==> src/rtl/sflag_pkg.sv <==
// Package: shared widths and bit positions of the flag word.
// Assumes a 16-bit word holding byte and word operations.
package sflag_pkg;
    localparam int FLAG_W  = 16;
    localparam int DATA_W  = 16;
    localparam int BYTE_W  = 8;
    localparam int CTL_N   = 3;
    localparam int NIB_W   = 4;

    localparam int POS_CF  = 0;
    localparam int POS_PF  = 2;
    localparam int POS_AF  = 4;
    localparam int POS_ZF  = 6;
    localparam int POS_SF  = 7;
    localparam int POS_TF  = 8;
    localparam int POS_IF  = 9;
    localparam int POS_DF  = 10;
    localparam int POS_OF  = 11;

    localparam logic [FLAG_W-1:0] STATUS_MASK = 16'h08D5;
    localparam logic [FLAG_W-1:0] CTL_MASK    = 16'h0700;

    typedef struct packed {
        logic of_f;
        logic sf_f;
        logic zf_f;
        logic af_f;
        logic pf_f;
        logic cf_f;
    } status_t;
endpackage

==> src/rtl/sflag_arith.sv <==
// Module: sflag_arith
// Combinational evaluation of the six status flags for an add or subtract
// at byte or word width. Assumes BYTE_W divides DATA_W and NIB_W < BYTE_W.
module sflag_arith #(
    parameter int DATA_W = 16,
    parameter int BYTE_W = 8,
    parameter int NIB_W  = 4
) (
    input  logic                  sub_i,
    input  logic                  word_i,
    input  logic [DATA_W-1:0]     a_i,
    input  logic [DATA_W-1:0]     b_i,
    output sflag_pkg::status_t    st_o
);
    localparam int HI_W = DATA_W - BYTE_W;

    logic [DATA_W:0]   wide_res;
    logic [BYTE_W:0]   narrow_res;
    logic [DATA_W-1:0] res;
    logic              sgn_a, sgn_b, sgn_r;

    // Purpose: form both width results with the carry/borrow in the top bit.
    always_comb begin
        if (sub_i) begin
            wide_res   = {1'b0, a_i} - {1'b0, b_i};
            narrow_res = {1'b0, a_i[BYTE_W-1:0]} - {1'b0, b_i[BYTE_W-1:0]};
        end else begin
            wide_res   = {1'b0, a_i} + {1'b0, b_i};
            narrow_res = {1'b0, a_i[BYTE_W-1:0]} + {1'b0, b_i[BYTE_W-1:0]};
        end
    end

    // Purpose: pick the result and sign bits for the selected width.
    always_comb begin
        if (word_i) begin
            res   = wide_res[DATA_W-1:0];
            sgn_a = a_i[DATA_W-1];
            sgn_b = b_i[DATA_W-1];
        end else begin
            res   = {{HI_W{1'b0}}, narrow_res[BYTE_W-1:0]};
            sgn_a = a_i[BYTE_W-1];
            sgn_b = b_i[BYTE_W-1];
        end
        sgn_r = word_i ? res[DATA_W-1] : res[BYTE_W-1];
    end

    // Purpose: derive each status flag from the selected result.
    always_comb begin
        st_o.cf_f = word_i ? wide_res[DATA_W] : narrow_res[BYTE_W];
        st_o.pf_f = ~(^res[BYTE_W-1:0]);
        st_o.af_f = a_i[NIB_W] ^ b_i[NIB_W] ^ res[NIB_W];
        st_o.zf_f = (res == '0);
        st_o.sf_f = sgn_r;
        st_o.of_f = sub_i ? ((sgn_a != sgn_b) && (sgn_r != sgn_a))
                          : ((sgn_a == sgn_b) && (sgn_r != sgn_a));
    end
endmodule

==> src/rtl/sflag_status_regs.sv <==
// Module: sflag_status_regs
// Holds the six status flags; loads them only on the update strobe.
// Assumes a synchronous active-low reset.
module sflag_status_regs (
    input  logic               clk,
    input  logic               rst_n,
    input  logic               load_i,
    input  sflag_pkg::status_t d_i,
    output sflag_pkg::status_t q_o
);
    // Purpose: capture the evaluated status on load, else hold.
    always_ff @(posedge clk) begin
        if (!rst_n)      q_o <= '0;
        else if (load_i) q_o <= d_i;
    end
endmodule

==> src/rtl/sflag_ctl_bits.sv <==
// Module: sflag_ctl_bits
// Independent set/clear storage for each control flag; clear has priority.
// Assumes a synchronous active-low reset.
module sflag_ctl_bits #(
    parameter int N = 3
) (
    input  logic         clk,
    input  logic         rst_n,
    input  logic [N-1:0] set_i,
    input  logic [N-1:0] clr_i,
    output logic [N-1:0] q_o
);
    for (genvar k = 0; k < N; k++) begin : g_bit
        // Purpose: one control flop with clear-over-set priority.
        always_ff @(posedge clk) begin
            if (!rst_n)        q_o[k] <= 1'b0;
            else if (clr_i[k]) q_o[k] <= 1'b0;
            else if (set_i[k]) q_o[k] <= 1'b1;
        end
    end
endmodule

==> src/rtl/status_flag_reg.sv <==
// Module: status_flag_reg (top)
// Packs the status and control flags into the fixed 16-bit flag word.
// Assumes the operands are stable in the cycle where upd is high.
module status_flag_reg (
    input  logic        clk,
    input  logic        rst_n,
    input  logic [15:0] op_a,
    input  logic [15:0] op_b,
    input  logic        op_sub,
    input  logic        op_word,
    input  logic        upd,
    input  logic [2:0]  ctl_set,
    input  logic [2:0]  ctl_clr,
    output logic [15:0] flags
);
    import sflag_pkg::*;

    status_t          st_next, st_q;
    logic [CTL_N-1:0] ctl_q;

    sflag_arith #(.DATA_W(DATA_W), .BYTE_W(BYTE_W), .NIB_W(NIB_W)) u_arith (
        .sub_i (op_sub),
        .word_i(op_word),
        .a_i   (op_a),
        .b_i   (op_b),
        .st_o  (st_next)
    );

    sflag_status_regs u_status (
        .clk   (clk),
        .rst_n (rst_n),
        .load_i(upd),
        .d_i   (st_next),
        .q_o   (st_q)
    );

    sflag_ctl_bits #(.N(CTL_N)) u_ctl (
        .clk  (clk),
        .rst_n(rst_n),
        .set_i(ctl_set),
        .clr_i(ctl_clr),
        .q_o  (ctl_q)
    );

    // Purpose: place every flag at its fixed position; others stay zero.
    always_comb begin
        flags         = '0;
        flags[POS_CF] = st_q.cf_f;
        flags[POS_PF] = st_q.pf_f;
        flags[POS_AF] = st_q.af_f;
        flags[POS_ZF] = st_q.zf_f;
        flags[POS_SF] = st_q.sf_f;
        flags[POS_TF] = ctl_q[0];
        flags[POS_IF] = ctl_q[1];
        flags[POS_DF] = ctl_q[2];
        flags[POS_OF] = st_q.of_f;
    end
endmodule

==> config.mk <==
export PLATFORM = sky130hd
export DESIGN_NAME = status_flag_reg
export DESIGN_NICKNAME = d
export VERILOG_FILES = /design/src/rtl/sflag_pkg.sv /design/src/rtl/sflag_arith.sv /design/src/rtl/sflag_status_regs.sv /design/src/rtl/sflag_ctl_bits.sv /design/src/rtl/status_flag_reg.sv
export SDC_FILE = /design/constraint.sdc
export NUM_CORES = 1
export LEC_CHECK = 0
export ABC_CLOCK_PERIOD_IN_PS = 3870
export BUFFER_PORTS_ARGS = -buffer_cell sky130_fd_sc_hd__clkbuf_2
export CORE_ASPECT_RATIO = 1.2
export CORE_MARGIN = 5
export CORE_UTILIZATION = 49
export CTS_BUF_LIST = sky130_fd_sc_hd__clkbuf_2
export DETAILED_ROUTE_END_ITERATION = 8
export PLACE_DENSITY = 0.8
export SETUP_SLACK_MARGIN = 0.5
export SYNTH_ARGS = -nofsm -noshare
export SYNTH_HDL_FRONTEND = slang
export SYNTH_SLANG_ARGS = --single-unit
==> constraint.sdc <==
create_clock -name clk -period 3.87 [get_ports clk]
set_input_delay 0.774 -clock clk [delete_from_list [all_inputs] [get_ports clk]]
set_output_delay 0.774 -clock clk [all_outputs]
set_load 0.005 [all_outputs]
# == Word-level counts from Yosys, hierarchy flattened ==
# Cells that the tools add are included.
# Widths: inputs -> output; s select.
# totals
reg_bits,9
output_inout_bits,16
# classes
add_sub_neg,4
n_eq_ne,3
n_mux,8
bitwise,4
n_reduce_logical,7
# op_table
operator,n
$add 16x16->17,1
$mux 17,1
$sub 16x16->17,1
$logic_not 16->1,1
$mux 16,1
$add 8x8->9,1
$mux 9,1
$sub 8x8->9,1
$reduce_xor 8->1,1
$reduce_or 2->1,3
$mux 1,5
$logic_and 1x1->1,2
$ne 1x1->1,2
$not 1->1,2
$xor 1x1->1,2
$eq 1x1->1,1

# == Logic depth before layout (Yosys ltp) ==
# Gate-level depths: netlist of the first run.
# depth
word_depth,7
ltp_mapped,18
ltp_nobuf,18

# == Modules after synthesis ==
# Synthesis of the first run repeated with hierarchy kept, for this count alone.
# unflattened
hier_cells,232
hier_area_um2,1804.2
# modules_own_cells
module,instances,cells_each,area_each_um2
sflag_arith,1,196,1410.1
sflag_status_regs,1,19,229.0
sflag_ctl_bits,1,9,108.9
status_flag_reg,1,8,56.3

# == Worst setup path after synthesis of the first run ==
# Ideal clock, no wire load.
# synth_timing
path_kind,input to register
start,in op_sub
end,reg u_status.q_o[3] (netlist name)
arrival_time_ps,4053
required_ps,3800
slack_ps,-252
path_stages,18
n_path_buf,2
cell_sequence,clkbuf_1 -> clkbuf_1 -> a21oi_1 -> xnor2_1 -> ha_1 -> o211ai_1 -> a21oi_1 -> o211ai_1 -> a21oi_1 -> or2_2 -> ha_1 -> nand4_1 -> nor3_1 -> nand3_1 -> or4_4 -> nor4_2 -> o2111ai_1 -> a21oi_1
# synth_between
elab_chain_len,3
elab_cells_between_ends,4
# synth_rtl
element,line_no,text
"start, declared",status_flag_reg.sv:9,"input logic op_sub,"
$mux 9 / $mux 17 (equally long branches),sflag_arith.sv:24,if (sub_i) begin
$mux 16 *,sflag_arith.sv:35,if (word_i) begin
$logic_not 16->1 *,sflag_arith.sv:52,st_o.zf_f = (res == '0);
"end signal, assigned",sflag_status_regs.sv:14,else if (load_i) q_o <= d_i;
"end, declared",sflag_status_regs.sv:9,output sflag_pkg::status_t q_o
# Mark *: on every way between the ends. The rest lies on a longest branch, timed or not.
# A chain may end at the register's enable or synchronous reset.

# == Worst setup path after layout of the first run ==
# layout_timing
start,in op_b[1]
end,reg u_status.q_o[3] (netlist name)
# layout_between
elab_chain_len,4
elab_cells_between_ends,8
# layout_rtl
element,line_no,text
"start, declared",status_flag_reg.sv:8,"input logic [15:0] op_b,"
$add 16x16->17 (tied with other cells),sflag_arith.sv:28,"wide_res = {1'b0, a_i} + {1'b0, b_i};"
$mux 17 / $mux 9 (equally long branches),sflag_arith.sv:24,
$mux 16 *,sflag_arith.sv:35,
$logic_not 16->1 *,sflag_arith.sv:52,
# Marks and branches as above.

==> results.txt, run 1 <==
Residual DRC -> 0
CTS tree -> yes
worst vdd ir -> 0.149 mV
layout cells sized above 1 -> 43.2%
Comb power frac -> 79.1%
CP Launch Type -> input pin
Initial Utilization -> 51.5%
Pint -> 451 uW
DR vias/cell -> 5.61
Clk network pwr share -> 7.5%
Hold-fix buffers, CTS -> 0
Antenna Cells -> 0
RSZ-0062 raised after global routing -> true
Die X -> 66.9 um
post-route ant nets -> 0
total gr overflow -> 0
final worst path period share -> 98.1%
Final GP Congestion -> 0.891
Min Clock Period, post-route -> 3.80 ns
Boundary Pins -> 59
core area -> 3690 um2
FILL cells -> 264
skew final -> 0 ns
Hold Vio Cnt, Final -> 0
Final HPWL DP -> 4740 um
Sink Count -> 9
FF-to-FF path depth -> 4
pre-CTS WS -> -0.292 ns
H-Tree Depth -> 1
fin util -> 79.1%
critical path endpoint category -> flip-flop
Via Count -> 2,346
Crit Path Class -> in2reg
most common cell after layout, fill and taps aside -> clkbuf_2
worst hold-check path type -> reg2reg
final instance area -> 2920 um2
status -> finished, final reports clean
syn avg cell area -> 7.15 um2
area grow syn2layout -> 53.7%
crit path from -> op_b[1]
Static Leak -> 0.00131 uW
Synth Register Bits -> 9
data required time at the worst endpoint -> 4.06 ns
Post-Layout Cell Count -> 418
YS warnings -> 0
CTS Buffer Depth -> 2
end of the worst register-to-register path -> u_status.q_o[5]
Async S/R FF share, synth -> 0%
sw frac -> 44.1%
MaxCap Viol Count -> 0
largest fanout on the critical path -> 3
count of different cell masters after synthesis -> 51
die area -> 5230 um2
final hold slack -> 0.495 ns
die extent in y -> 78.2 um
CTS buffer count -> 3
Total GRT Usage -> 22.6%
Cells after Synth -> 266
Slew Limit Fails -> 0
final worst slack -> 0.0721 ns
crit path to -> u_status.q_o[3]
final count of negative-setup-slack endpoints -> 0
register share of total power -> 13.4%
Area after DPL -> 2530 um2
EDFF count, synth -> 0
root buffer cell -> clkbuf_2
most frequent cells in the layout -> clkbuf_2 (54), buf_4 (48), nor2_1 (22)
Total Wirelength -> 6110 um
PortBufs -> 51
clock transition at the registers of the reported paths -> 0.09 ns
number of cells after detailed placement -> 404
worst reg2reg path startpoint -> u_status.q_o[5]
cell area power density -> 276 nW/um2
vias in the first global route -> 2,245
Net count, final -> 432
max frequency -> 263 MHz
register area share after synthesis -> 9.48%
WL/cell -> 14.6 um
First-pass DRT Iterations -> 4
top_reg_cell synth -> dfxtp_1
Least-Margin Pin Slew -> 0.527 ns
Skew-Pair Late Insertion Delay -> 0.24 ns
Site Rows -> 24
first-pass GRT wire length -> 9600 um
Worst R2R Setup Slack -> 2.58 ns
switching pwr -> 355 uW
number of DRC markers in iteration 0 -> 113
largest net degree at the start of global routing -> 15
Post-Syn Area -> 1900 um2
initial antenna violation count -> 0
critical path arrival -> 3.98 ns
relative slew slack -> 64.6%
layout make-up:
cell class	count	area (um2)	area share [%]
multi-input combinational	233	1890	64.9
timing repair buffer	107	712	24.4
sequential	9	180	6.17
tap	52	65.1	2.23
inverter	13	48.8	1.67
clock buffer	4	20.0	0.686
worst max-delay path, cell delays in order:
cell and delay (ns):
clkbuf_2 0.10, buf_4 0.14, nor3_4 0.18, nor2_2 0.05, xnor2_1 0.14, ha_1 0.31, o211ai_1 0.10, a21oi_2 0.14
o211ai_1 0.12, buf_4 0.15, a21oi_2 0.15, or2_4 0.15, ha_4 0.12, nand4_1 0.13, nor3_2 0.21, nand3_1 0.09
or4_4 0.43, nor4_2 0.21, o2111ai_1 0.13, a21oi_1 0.16
power groups by stage:
stage               Combinational, uW  Clock (uW)  Sequential, uW
floorplan                         355           0             111
global placement                  515           0             109
detailed placement                525           0             110
CTS                               545        63.3             108
global route                      702        68.6             109
finish                            638        60.8             108
registers in the layout (all words and copies together) (netlist names):
name,flops
u_ctl.q_o,3
u_status.q_o,6
cell usage after synthesis (2+ instances only):
cell | count | area, um2
nor3b_1 | 9 | 67.6
or2_2 | 2 | 12.5
o22ai_1 | 2 | 12.5
a21o_1 | 4 | 30.0
a31oi_1 | 6 | 37.5
nand2_1 | 13 | 48.8
buf_2 | 5 | 25.0
ha_1 | 21 | 263
or3_1 | 5 | 31.3
buf_4 | 7 | 52.6
inv_1 | 13 | 48.8
a21oi_1 | 29 | 145
and3_1 | 3 | 18.8
nor2_1 | 25 | 93.8
xor2_1 | 8 | 70.1
xnor2_1 | 22 | 193
o211ai_1 | 4 | 30.0
nand2b_1 | 3 | 18.8
dfxtp_1 | 9 | 180
o21ai_0 | 11 | 55.1
nor3_1 | 14 | 70.1
nor4b_1 | 3 | 26.3
mux2i_1 | 4 | 40.0
clkbuf_1 | 4 | 15.0
nor2b_1 | 5 | 31.3
nand3_1 | 10 | 50.1
cells by family after synthesis:
logic type               synth area share, %
flip-flops                              9.48
AO/OA/AOI/OAI                           22.4
buffers and inverters                   8.03
adder cells (fa/ha/maj)                 14.9
multiplexers                            2.11
other                                  0.197
XOR/XNOR                                13.8
AND/OR/NAND/NOR                         29.1
per-layer routing:
metal  track usage [%]  wire length [um]  vias up
met2              44.4              3450       89
met1              25.5              2240     1093
met5                 0                 0        -
li1                  -                 -     1148
met3              2.29               270       16
met4              4.46               148        0
stage by stage:
step | power (uW) | TNS, ns
floorplan | 466 | 0
global placement | 625 | -0.114
detailed placement | 635 | -0.292
CTS | 716 | 0
global route | 880 | -0.133
finish | 806 | 0
worst min path at each step:
stage	start	cells after the start	slack, ns	end
final	u_ctl.q_o[1]	2	0.49	u_ctl.q_o[1]
after global routing	u_ctl.q_o[1]	2	0.53	u_ctl.q_o[1]
after CTS	u_ctl.q_o[1]	2	0.50	u_ctl.q_o[1]
after detailed placement	u_ctl.q_o[1]	2	0.49	u_ctl.q_o[1]
after global placement	u_ctl.q_o[0]	2	0.48	u_ctl.q_o[0]
after floorplan	u_ctl.q_o[0]	2	0.49	u_ctl.q_o[0]
what timing repair did:
item | in CTS | in global routing
pin swaps | 11 | 28
setup buffers | 4 | 6
hold endpoints to repair | 0 | 0
setup endpoints to repair | 4 | 5
resized for setup | 15 | 39
Power figures use the tool's default switching activity.
==> inputs of run 2 (changes only) <==
--- a/config.mk
+++ b/config.mk
@@ -7,11 +7,12 @@
 export LEC_CHECK = 0
 export ABC_CLOCK_PERIOD_IN_PS = 3870
-export BUFFER_PORTS_ARGS = -buffer_cell sky130_fd_sc_hd__clkbuf_2
 export CORE_ASPECT_RATIO = 1.2
 export CORE_MARGIN = 5
-export CORE_UTILIZATION = 49
+export CORE_UTILIZATION = 60
 export CTS_BUF_LIST = sky130_fd_sc_hd__clkbuf_2
 export DETAILED_ROUTE_END_ITERATION = 8
-export PLACE_DENSITY = 0.8
+export DONT_BUFFER_PORTS = 1
+export HOLD_SLACK_MARGIN = 0.02
+export PLACE_DENSITY = 0.79
 export SETUP_SLACK_MARGIN = 0.5
 export SYNTH_ARGS = -nofsm -noshare
==> constraint.sdc (replaced) <==
create_clock -name clk -period 3.87 [get_ports clk]
set_input_delay 0.774 -clock clk [delete_from_list [all_inputs] [get_ports clk]]
set_output_delay 0.774 -clock clk [all_outputs]
set_load 0.02 [all_outputs]
==> run 2 against run 1 <==
Net effect: sequential share of layout area rose by 1.5 points; design area is 19% lower; clock power down 3.6%; critical path type unchanged; critical endpoint unchanged; largest cell class unchanged; highest routed layer unchanged.
==> results.txt, run 2 (synthesis results as in run 1) <==
register share of total power -> 17.3% (+3.9 points)
max frequency -> 277 MHz (+5.1%)
sw frac -> 46.2% (+2.1 points)
Total Wirelength -> 5830 um (-4.6%)
worst vdd ir -> 0.268 mV (+80%)
Crit path max-delay family -> simple AND/OR/NAND/NOR gates
Via Count -> 2,072 (-12%)
initial antenna violation count -> 0 (unchanged)
CTS tree -> yes
clock transition at the registers of the reported paths -> 0.08 ns (about the same)
worst hold-check path type -> in2reg
Skew-Pair Late Insertion Delay -> 0.24 ns (about the same)
final hold slack -> 0.593 ns (+0.0986 ns)
Largest stage delay, worst path -> 0.44 ns (about the same)
worst reg2reg path startpoint -> u_status.q_o[5]
setup TNS -> 0 ns (unchanged)
Die X -> 61.4 um (-8.2%)
first-pass GRT wire length -> 8430 um (-12%)
Residual DRC -> 0 (unchanged)
Site Rows -> 22 (-8.3%)
skew final -> 0 ns (unchanged)
Hold Startpoint -> ctl_clr[0]
PortBufs -> 0 (-100%)
number of DRC markers in iteration 0 -> 102 (-9.7%)
largest net degree at the start of global routing -> 19 (+4)
RSZ-0062 raised after global routing -> true
slowest CP cell -> or4_4
Antenna Cells -> 0 (unchanged)
switching pwr -> 323 uW (-9.0%)
Worst R2R Setup Slack -> 2.46 ns (-0.12 ns)
data required time at the worst endpoint -> 4.05 ns (about the same)
core area -> 3060 um2 (-17%)
critical path arrival -> 3.79 ns (-0.19 ns)
Initial Utilization -> 62.2% (+11 points)
Boundary Pins -> 59 (unchanged)
Static Leak -> 0.000960 uW (-27%)
area grow syn2layout -> 24.2%
DR vias/cell -> 6.34 (+13%)
cell area power density -> 296 nW/um2 (+7.4%)
layout cells sized above 1 -> 28.5% (-15 points)
First-pass DRT Iterations -> 4 (unchanged)
Final HPWL DP -> 4220 um (-11%)
die extent in y -> 71.7 um (-8.4%)
most flop-heavy register -> u_status.q_o
final worst path period share -> 93.4% (-4.7 points)
Net count, final -> 357 (-17%)
Crit path buffers/inverters -> 1 (-2)
root buffer cell -> clkbuf_2
FF-to-FF path depth -> 4 (unchanged)
WL/cell -> 17.8 um (+22%)
critical path endpoint category -> flip-flop
Min Clock Period, post-route -> 3.61 ns (-0.183 ns)
total gr overflow -> 0 (unchanged)
Sink Count -> 9 (unchanged)
Slew Limit Fails -> 0 (unchanged)
Power, Total -> 700 uW (-13%)
vias in the first global route -> 1,958 (-13%)
Largest register FFs -> 6 (unchanged)
die area -> 4400 um2 (-16%)
H-Tree Depth -> 1 (unchanged)
critical-path cell list -> inv_2 -> ha_4 -> nor2_4 -> xnor2_1 -> ha_1 -> o211ai_1 -> a21oi_2 -> o211ai_1 -> and3_1 -> or2_4 -> ha_1 -> nand4_1 -> nor3_2 -> nand3_1 -> or4_4 -> nor4_4 -> o2111ai_2 -> a21oi_2
CTS buffer count -> 3 (unchanged)
Crit Path Class -> in2reg
Final GP Congestion -> 0.912 (+2.3%)
CP Launch Type -> input pin
post-route ant nets -> 0 (unchanged)
Total GRT Usage -> 24.3% (+1.7 points)
status -> finished, final reports clean
Hold Vio Cnt, Final -> 0 (unchanged)
most common cell after layout, fill and taps aside -> buf_4
most frequent cells in the layout -> buf_4 (31), nor2_1 (22), xnor2_1 (22)
Worst Hold Path Cells -> 1 (-1)
largest fanout on the critical path -> 4 (+1)
end of the worst register-to-register path -> u_status.q_o[5]
final count of negative-setup-slack endpoints -> 0 (unchanged)
crit path from -> op_b[1]
Comb power frac -> 74.4% (-4.7 points)
CTS Buffer Depth -> 2 (unchanged)
Pint -> 376 uW (-17%)
Worst Hold End -> u_ctl.q_o[0]
Largest regs -> u_status.q_o x6, u_ctl.q_o x3
Clk network pwr share -> 8.4% (+0.9 points)
MaxCap Viol Count -> 0 (unchanged)
## run 2: cell count changes in the layout (fill, tap and decap cells not counted), sizes merged
| cell | change |
|---|---|
| buf | -25 |
| clkbuf | -50 |
## run 2: power by group through the flow
stage	sequential (uW)	combinational [uW]	clock, uW
6_report	121	520	58.6
5_1_grt	122	572	69.7
4_1_cts	121	454	59.4
3_5_place_dp	123	444	0
2_1_floorplan	122	360	0
3_3_place_gp	123	436	0
## run 2: worst max path at each step
stage | to | slack, ns | cells past startpoint
2_1_floorplan | u_status.q_o[3] | 0.07 | 18
3_3_place_gp | u_status.q_o[3] | -0.03 | 18
6_report | u_status.q_o[3] | 0.26 | 18
3_5_place_dp | u_status.q_o[3] | -0.18 | 18
4_1_cts | u_status.q_o[3] | 0.21 | 17
5_1_grt | u_status.q_o[3] | 0.08 | 17
## run 2: final cells by class
cell class	count	area (um2)
Inverter	13	51.3
Multi-Input combinational cell	233	1820
Fill cell	222	694
Sequential cell	9	180
Timing Repair Buffer	32	244
Clock buffer	4	20.0
Tap cell	36	45.0
## run 2: timing repair
action,CTS,global route
pin swaps,14,28
setup endpoints to repair,3,4
resized for setup,10,33
hold buffers,0,0
buffers inserted,1,10
## run 2: routing by layer
layer | part of all wire, % | GRT usage (%) | vias to the layer above
li1 | - | - | 996
met1 | 35 | 26.9 | 958
met2 | 53 | 43.2 | 89
met3 | 5.8 | 3.78 | 29
met4 | 6.0 | 12.3 | 0
met5 | 0 | 0 | -
## run 2: worst register-to-register path, stage by stage, from the launching register on
cell and delay, ns:
dfxtp_1 0.38, o21ai_0 0.31, nor4b_1 0.09, and3_1 0.18, or3_1 0.34
## run 2: metrics by stage
stage / instances / area, um2 / utilization, % / worst slack [ns]
6_report: 327 / 2360 / 77.3 / 0.255
5_1_grt: 327 / 2360 / 77.3 / 0.0815
4_1_cts: 317 / 2140 / 70.1 / 0.213
3_5_place_dp: 312 / 2070 / 67.7 / -0.179
3_3_place_gp: 312 / 2070 / 67.7 / -0.0290
2_1_floorplan: 272 / 2000 / - / 0.0746
==> inputs of run 3 (changes only) <==
CORE_ASPECT_RATIO = 0.75   (was 1.2)
CORE_UTILIZATION = 51   (was 60)
PLACE_DENSITY = 0.69   (was 0.79)
==> run 3 against run 2 <==
Net effect: total power shrank 1.6%; register-to-register slack worse by 0.02 ns; largest power group unchanged; sequential cell count stayed put; via count fell by 3.1%; utilization shrank 12 points; critical endpoint unchanged; clock-buffer cell count stayed put; critical path depth is 5 lower; setup slack better by 0.019 ns; combinational power down 2%.
==> results.txt, run 3 (synthesis results as in run 1) <==
Antenna Cells -> 0 (unchanged)
post-route ant nets -> 0 (unchanged)
max frequency -> 278 MHz (+0.52%)
Slew Limit Fails -> 0 (unchanged)
RSZ-0062 raised after global routing -> true
critical-path cell list -> or3_4 -> nor3b_4 -> nor2b_4 -> a31oi_1 -> xnor2_1 -> ha_1 -> nor2b_4 -> and3_1 -> and2_0 -> or4_4 -> nor4_4 -> o2111ai_1 -> a21oi_1
First-pass DRT Iterations -> 4 (unchanged)
Hold Startpoint -> u_ctl.q_o[2]
Min Clock Period, post-route -> 3.60 ns (-0.0187 ns)
area grow syn2layout -> 24.2% (about the same)
die area -> 5060 um2 (+15%)
data required time at the worst endpoint -> 4.02 ns (-0.03 ns)
root buffer cell -> clkbuf_2
Largest register FFs -> 6 (unchanged)
first-pass GRT wire length -> 8340 um (-1.1%)
Crit path buffers/inverters -> 0 (-1)
most frequent cells in the layout -> buf_4 (31), nor2_1 (23), xnor2_1 (22), a21oi_1 (22), ha_1 (17)
CTS Buffer Depth -> 2 (unchanged)
worst hold-check path type -> reg2reg
Total Wirelength -> 5350 um (-8.2%)
most common cell after layout, fill and taps aside -> buf_4
CTS buffer count -> 3 (unchanged)
Total GRT Usage -> 19.9% (-4.4 points)
Sequential Area -> 180 um2 (unchanged)
Residual DRC -> 0 (unchanged)
core area -> 3640 um2 (+19%)
Crit path max-delay family -> simple AND/OR/NAND/NOR gates
crit path from -> op_b[7]
vias in the first global route -> 1,869 (-4.5%)
status -> finished, final reports clean
final worst path period share -> 92.9% (-0.48 points)
Worst path most repeated cell -> nor2b_4
Boundary Pins -> 59 (unchanged)
WL/cell -> 15.6 um (-13%)
slowest CP cell -> or4_4
clock transition at the registers of the reported paths -> 0.08 ns (about the same)
Skew-Pair Late Insertion Delay -> 0.23 ns (about the same)
Hold Vio Cnt, Final -> 0 (unchanged)
Net count, final -> 358 (+0.28%)
total gr overflow -> 0 (unchanged)
Site Rows -> 19 (-14%)
largest net degree at the start of global routing -> 19 (unchanged)
layout cells sized above 1 -> 26.0% (-2.5 points)
DR vias/cell -> 5.83 (-7.9%)
PortBufs -> 0 (unchanged)
Hold-fix buffers, CTS -> 0 (unchanged)
largest fanout on the critical path -> 4 (unchanged)
MaxCap Viol Count -> 0 (unchanged)
most flop-heavy register -> u_status.q_o
Area after DPL -> 2120 um2 (+2.4%)
Crit Path Class -> in2reg
skew final -> 0 ns (unchanged)
CTS tree -> yes
multi-input logic area -> 1790 um2 (-1.6%)
Static Leak -> 0.000952 uW (-0.84%)
cell area power density -> 292 nW/um2 (-1.5%)
worst vdd ir -> 0.137 mV (-49%)
final worst slack -> 0.274 ns (+0.0187 ns)
H-Tree Depth -> 1 (unchanged)
Die X -> 80.5 um (+31%)
die extent in y -> 62.9 um (-12%)
initial antenna violation count -> 0 (unchanged)
Via Count -> 2,007 (-3.1%)
Sink Count -> 9 (unchanged)
final count of negative-setup-slack endpoints -> 0 (unchanged)
Final HPWL DP -> 4250 um (+0.76%)
pre-CTS WS -> -0.114 ns (+0.0647 ns)
Initial Utilization -> 52.3% (-9.9 points)
final instance area -> 2360 um2 (about the same)
critical path endpoint category -> flip-flop
Largest stage delay, worst path -> 0.49 ns (+0.05 ns)
number of DRC markers in iteration 0 -> 97 (-4.9%)
Final GP Congestion -> 0.980 (+7.4%)
critical path arrival -> 3.75 ns (-0.04 ns)
CP Launch Type -> input pin
worst reg2reg path startpoint -> u_status.q_o[5]
Largest regs -> u_status.q_o x6, u_ctl.q_o x3
FILL cells -> 344 (+55%)
-- run 3: final timing paths --
path,depth (start not counted),to,slack (ns)
max,13,u_status.q_o[3],0.27
min,2,u_ctl.q_o[2],0.60
max reg2reg,4,u_status.q_o[5],2.44
min reg2reg,2,u_ctl.q_o[2],0.60
-- run 3: repair_timing --
action                     in CTS  in global routing
resized for setup              11                 22
setup endpoints to repair       3                  4
buffers inserted                3                  5
pin swaps                      14                 20
-- run 3: metrics by stage --
stage	cells	util (%)	hold WS [ns]	power, uW	TNS (ns)
final	344	64.9	0.597	689	0
after global placement	332	58.3	0.575	580	-0.0108
after CTS	339	60.9	0.591	650	0
after detailed placement	332	58.3	0.593	582	-0.114
after floorplan	272	-	0.565	482	0
after global routing	344	64.9	0.593	745	0
-- run 3: routing by layer --
metal | routed length [um] | up-vias | track usage (%)
met5 | 0 | - | 0
met4 | 5 | 0 | 2.95
met3 | 635 | 2 | 4.47
met2 | 2200 | 95 | 29.8
met1 | 2510 | 908 | 29.5
li1 | - | 1002 | -
-- run 3: area by class of cell --
| class | instances | share of cell area, % |
|---|---|---|
| timing repair buffer | 33 | 10.8 |
| tap | 52 | 2.76 |
| inverter | 13 | 2.07 |
| multi-input combinational | 233 | 75.9 |
| clock buffer | 4 | 0.848 |
| sequential | 9 | 7.64 |
-- run 3: worst register-to-register path, cell delays in order (launching register included) --
cell and delay, ns:
dfxtp_1 0.39, o21ai_0 0.31, nor4b_1 0.11, and3_4 0.18, or3_1 0.33
-- run 3: where the power goes --
| group | internal (uW) | switching (uW) |
|---|---|---|
| registers | 103 | 18.7 |
| clock network | 27.5 | 29.3 |
| logic | 247 | 263 |
| total | 378 | 311 |
